**src/rtl/crc4_pkg.sv**
```systemverilog
package crc4_pkg;
  localparam int CRC_W = 4;
  // Low part of the divisor 1_0011; the leading 1 is implied by the shift-out.
  localparam logic [CRC_W-1:0] CRC_POLY = 4'b0011;

  typedef enum logic [1:0] {
    SEQ_IDLE = 2'd0,
    SEQ_FEED = 2'd1,
    SEQ_PAD  = 2'd2
  } seq_state_e;
endpackage

```
**src/rtl/crc_div_step.sv**
```systemverilog
module crc_div_step #(
  parameter int          W    = 4,
  parameter logic [W-1:0] POLY = 4'b0011
) (
  input  logic [W-1:0] cur,
  input  logic         din,
  output logic [W-1:0] nxt
);
  logic fb;
  assign fb = cur[W-1];

  for (genvar i = 0; i < W; i++) begin : g_bit
    if (i == 0) begin : g_lsb
      assign nxt[0] = din ^ (fb & POLY[0]);
    end else begin : g_upper
      assign nxt[i] = cur[i-1] ^ (fb & POLY[i]);
    end
  end
endmodule

```
**src/rtl/crc_seq_ctrl.sv**
```systemverilog
module crc_seq_ctrl
  import crc4_pkg::*;
#(
  parameter int W = 4
) (
  input  logic clk,
  input  logic rst,
  input  logic start,
  input  logic bit_vld,
  input  logic bit_in,
  input  logic last,
  input  logic mode,
  output logic shift_en,
  output logic shift_bit,
  output logic fin,
  output logic chk_mode,
  output logic busy,
  output logic padding
);
  localparam int CNTW = (W > 1) ? $clog2(W) : 1;
  localparam logic [CNTW-1:0] PAD_LAST = CNTW'(W - 1);

  seq_state_e      state_q, state_d;
  logic [CNTW-1:0] cnt_q, cnt_d;
  logic            mode_q;

  always_comb begin
    state_d   = state_q;
    cnt_d     = cnt_q;
    shift_en  = 1'b0;
    shift_bit = 1'b0;
    fin       = 1'b0;
    if (start) begin
      state_d = SEQ_FEED;
      cnt_d   = '0;
    end else begin
      case (state_q)
        SEQ_FEED: begin
          if (bit_vld) begin
            shift_en  = 1'b1;
            shift_bit = bit_in;
            if (last) begin
              cnt_d = '0;
              if (mode_q) begin
                fin     = 1'b1;
                state_d = SEQ_IDLE;
              end else begin
                state_d = SEQ_PAD;
              end
            end
          end
        end
        SEQ_PAD: begin
          shift_en  = 1'b1;
          shift_bit = 1'b0;
          if (cnt_q == PAD_LAST) begin
            fin     = 1'b1;
            state_d = SEQ_IDLE;
            cnt_d   = '0;
          end else begin
            cnt_d = cnt_q + 1'b1;
          end
        end
        default: ;
      endcase
    end
  end

  always_ff @(posedge clk) begin
    if (rst) begin
      state_q <= SEQ_IDLE;
      cnt_q   <= '0;
      mode_q  <= 1'b0;
    end else begin
      state_q <= state_d;
      cnt_q   <= cnt_d;
      if (start) mode_q <= mode;
    end
  end

  assign chk_mode = mode_q;
  assign busy     = (state_q != SEQ_IDLE);
  assign padding  = (state_q == SEQ_PAD);
endmodule

```
**src/rtl/crc_rem_reg.sv**
```systemverilog
module crc_rem_reg #(
  parameter int           W    = 4,
  parameter logic [W-1:0] POLY = 4'b0011
) (
  input  logic         clk,
  input  logic         rst,
  input  logic         clr,
  input  logic         shift_en,
  input  logic         shift_bit,
  input  logic         fin,
  input  logic         chk_mode,
  output logic [W-1:0] rem,
  output logic         done,
  output logic         err
);
  logic [W-1:0] nxt;

  crc_div_step #(.W(W), .POLY(POLY)) u_step (
    .cur (rem),
    .din (shift_bit),
    .nxt (nxt)
  );

  always_ff @(posedge clk) begin
    if (rst || clr) begin
      rem  <= '0;
      done <= 1'b0;
      err  <= 1'b0;
    end else begin
      done <= fin;
      if (shift_en) rem <= nxt;
      if (fin)      err <= chk_mode && (nxt != '0);
    end
  end
endmodule

```
**src/rtl/crc4_serial_codec.sv**
```systemverilog
module crc4_serial_codec
  import crc4_pkg::*;
#(
  parameter int           W    = CRC_W,
  parameter logic [W-1:0] POLY = CRC_POLY
) (
  input  logic         clk,
  input  logic         rst,
  input  logic         start_i,
  input  logic         bit_vld_i,
  input  logic         bit_i,
  input  logic         last_i,
  input  logic         mode_i,
  output logic [W-1:0] rem_o,
  output logic         done_o,
  output logic         err_o
);
  logic shift_en, shift_bit, fin, chk_mode;
  logic busy_w, pad_w;

  crc_seq_ctrl #(.W(W)) u_ctrl (
    .clk       (clk),
    .rst       (rst),
    .start     (start_i),
    .bit_vld   (bit_vld_i),
    .bit_in    (bit_i),
    .last      (last_i),
    .mode      (mode_i),
    .shift_en  (shift_en),
    .shift_bit (shift_bit),
    .fin       (fin),
    .chk_mode  (chk_mode),
    .busy      (busy_w),
    .padding   (pad_w)
  );

  crc_rem_reg #(.W(W), .POLY(POLY)) u_rem (
    .clk       (clk),
    .rst       (rst),
    .clr       (start_i),
    .shift_en  (shift_en),
    .shift_bit (shift_bit),
    .fin       (fin),
    .chk_mode  (chk_mode),
    .rem       (rem_o),
    .done      (done_o),
    .err       (err_o)
  );
endmodule

```
**config.mk**
```make
export PLATFORM = sky130hd
export DESIGN_NAME = crc4_serial_codec
export DESIGN_NICKNAME = d
export VERILOG_FILES = /design/src/rtl/crc4_pkg.sv /design/src/rtl/crc_div_step.sv /design/src/rtl/crc_seq_ctrl.sv /design/src/rtl/crc_rem_reg.sv /design/src/rtl/crc4_serial_codec.sv
export SDC_FILE = /design/constraint.sdc
export NUM_CORES = 1
export LEC_CHECK = 0
export ABC_AREA = 1
export BUFFER_PORTS_ARGS = -buffer_cell sky130_fd_sc_hd__buf_2
export CAP_MARGIN = 20
export CORE_AREA = 2 2 39 41
export DETAILED_ROUTE_END_ITERATION = 7
export DIE_AREA = 0 0 41 43
export HOLD_SLACK_MARGIN = 0.08
export SYNTH_ARGS = -nofsm -noshare
export SYNTH_HDL_FRONTEND = slang
export SYNTH_SLANG_ARGS = --single-unit
```
**constraint.sdc**
```tcl
create_clock -name clk -period 1.7 [get_ports clk]
set_input_delay 0.17 -clock clk [delete_from_list [all_inputs] [get_ports clk]]
set_output_delay 0.17 -clock clk [all_outputs]
set_load 0.005 [all_outputs]
```
==> results by group <==
Timing
  – RSZ-0062 raised after global routing: false
  – Hold Slack: 102 ps
  – Setup TNS: 0 ps
  – Final clock skew: 4.53 ps
  – Fmax: 741 MHz
  – Slew Viols, Final: 0
  – Final Hold Vio Count: 0
  – # setup viols final: 0
  – Tmin final: 1350 ps
  – Final Cycle Share: 79.4%
  – Slew at the pin closest to its max-slew limit: 313 ps
  – Max_slew headroom: 79.1%

Detailed routing
  – Via count: 509
  – M1 WL: 508 um
  – Vias/cell: 4.67
  – Average wire per cell in the routed design: 9.33 um
  – First DRT Iteration DRCs: 1
  – DR DRC count: 0
  – WL met3: 43 um
  – Drt total wl: 1020 um
  – Top layer in use: met4
  – Met2 Wirelength: 453 um
  – Drt first pass iters: 4
  – Post-route ant nets: 0

Floorplanning
  – Die ar.: 1760 um^2
  – Placeable core area: 1380 um^2
  – Die height: 43 um
  – Die extent in x: 41 um
  – I/O pins: 13
  – Num rows: 14
  – Starting Density: 39.6%

Logic synthesis
  – Simple-gate share of the synthesized area: 24.9%
  – Post-synthesis cell count: 79
  – Synth top area share: 40.2%
  – Synth Area in XOR/XNOR: 0%
  – Sequential fraction of the synthesis area: 40.2%
  – Ys Warns: 0
  – Post-Synth Adder-Cell Area: 6.85%
  – Dominant cell type by area after synthesis: dfxtp_1
  – Cell area after synthesis: 548 um^2
  – Mux contribution to synthesized area: 0%
  – Flops & latches, synth: 11
  – Largest cells by area after synthesis: dfxtp_1 40%, nand2_1 13%, inv_1 7.5%
  – Synth Area in Compound Gates: 16.4%
  – Largest family of logic cells by synthesized area: simple AND/OR/NAND/NOR gates
  – Post-Syn Area per Cell: 6.94 um^2
  – Unique masters post-synth: 16
  – Post-Syn Nets: 89

Place
  – PortBufs: 12
  – Post-Place Cell Area: 613 um^2
  – Post-DP HPWL: 850 um
  – RePlAce Congestion: 0.725

Clock tree
  – Hold buffer count at CTS: 0
  – H-Tree Depth: 1
  – CTS max path bufs: 2
  – # resized after CTS: 0
  – Clock root cell: clkbuf_4
  – Setup Fix Bufs, Post-CTS: 0
  – Cts bufs inserted: 3
  – Clock sinks: 11
  – CTS tree: yes
  – Reg clk slew, reported paths: 70 ps
  – Worst-Skew Late Latency: 270 ps

Global routing
  – Largest net degree at the start of global routing: 8
  – First-pass GRT wire length: 1630 um
  – Remaining global-route overflow: 0
  – Vias in the first global route: 443
  – Antenna violations before repair: 0
  – Global-route usage over all layers: 13.6%

Final layout
  – Area of the multi-input gates: 264 um^2
  – P&R area growth vs syn: 16.9%
  – Design area: 641 um^2
  – Share of layout cells above drive strength 1: 21.5%
  – FF/Latch Area: 220 um^2
  – Fillers: 149
  – Layout Nets: 104
  – Ant diodes: 0

Setup path
  – CP max stage cell: dfxtp_1
  – RR Endpoint: u_ctrl.state_q[0]
  – Data required time of the worst path: 1900 ps
  – CP peak stage delay: 350 ps
  – Most used cell, CP: nand2_1
  – CP Capture Type: register
  – Worst Setup Path Type: register to register
  – Worst Setup SP: u_ctrl.state_q[1]
  – CP arrival: 1550 ps
  – Crit path cell chain: inv_1, ha_1, nand2_1, inv_1, nand2_1, o21ai_2, o21ai_0, nand2_1, a21oi_1
  – FF-to-FF Start: u_ctrl.state_q[1]
  – R2r setup slk: 350 ps
  – Worst reg2reg path depth: 9
  – Startpoint Class: register
  – Worst Path Max Fanout: 5

Run status
  – Run status: finished clean

Pwr
  – Static leakage: 0.312 nW
  – PD cells: 759 nW/um^2
  – Worst VDD drop: 0.432 mV

Min path
  – Hold path depth: 2
  – Hold worst-path end: u_rem.done
  – Hold path start: rst
  – HP Class: input pin to register

Job
  – Maximum Capacitance Violations: 0
==> cell type report <==
type / count / share of cell area (%)
Clock buffer: 3 / 3.52
Clock inverter: 1 / 0.781
Inverter: 13 / 7.62
Multi-Input combinational cell: 53 / 41.2
Sequential cell: 11 / 34.4
Tap cell: 16 / 3.13
Timing Repair Buffer: 12 / 9.38
==> how the worst max path moves through the flow <==
stage                        end  slack, ps  cells past startpoint
2_1_floorplan       u_rem.rem[0]        460                      8
3_3_place_gp   u_ctrl.state_q[0]        380                      9
3_5_place_dp        u_rem.rem[0]        350                      8
4_1_cts        u_ctrl.state_q[0]        350                      9
5_1_grt        u_ctrl.state_q[1]        190                      9
6_report       u_ctrl.state_q[0]        350                      9
==> synthesized netlist by cell type <==
cell type	instances
nand3_1	5
o21ai_1	2
a21oi_1	7
o21ai_0	3
inv_1	11
a211oi_1	1
o211ai_1	1
nand2_1	19
ha_1	3
or2_2	1
a31oi_1	1
nor2_1	9
inv_2	2
o21ai_2	1
dfxtp_1	11
buf_4	2
==> state kept, by name, summed over array words and instances (netlist names) <==
signal and cells:
u_ctrl.chk_mode 1, u_ctrl.cnt_q 2, u_ctrl.state_q 2, u_rem.done 1
u_rem.rem 4, u_rem.err 1
==> placed cells by master, fill, tap and decap left out <==
cell	n
clkinv_2	1
buf_2	12
inv_1	11
nor2_1	9
nand2_1	19
o21ai_1	2
nand3_1	5
a31oi_1	1
or2_2	1
o21ai_0	3
inv_2	2
a21oi_1	7
o21ai_2	1
clkbuf_4	3
dfxtp_1	11
a211oi_1	1
o211ai_1	1
ha_1	3
==> stage by stage <==
stage               setup WS [ps]  utilization (%)  std cells  total power [W]
CTS                           345             46.3        109         0.000490
detailed placement            355             44.3        105         0.000315
floorplan                     455                -         79         0.000298
global route                  187             46.3        109         0.000513
global placement              376             44.3        105         0.000314
finish                        350             46.3        109         0.000486
==> metal layers <==
metal  vias to the layer above  track usage, %
met5                         -               0
met4                         0            6.00
met3                         2            3.14
met2                         9            21.6
met1                       220            16.7
li1                        278               -
==> cells by family after synthesis <==
| group | Yosys count |
|---|---|
| AND/OR/NAND/NOR | 34 |
| buffers and inverters | 15 |
| adder cells (fa/ha/maj) | 3 |
| AO/OA/AOI/OAI | 16 |
| flip-flops | 11 |
==> worst max-delay path, delay by kind of cell (launching register included) <==
| family | cells | cell delay (ps) |
|---|---|---|
| flops | 1 | 350 |
| compound gates | 3 | 330 |
| simple gates | 3 | 250 |
| fa+ha+maj | 1 | 200 |
| buf+inv | 2 | 130 |
==> where the power goes <==
part | switching, W | internal (W) | total [W]
Combinational | 0.0000259 | 0.0000164 | 0.0000422
Clock | 0.0000912 | 0.0000870 | 0.000178
Sequential | 0.00000327 | 0.000263 | 0.000266
Note: power is estimated with default switching activity, not from simulation.
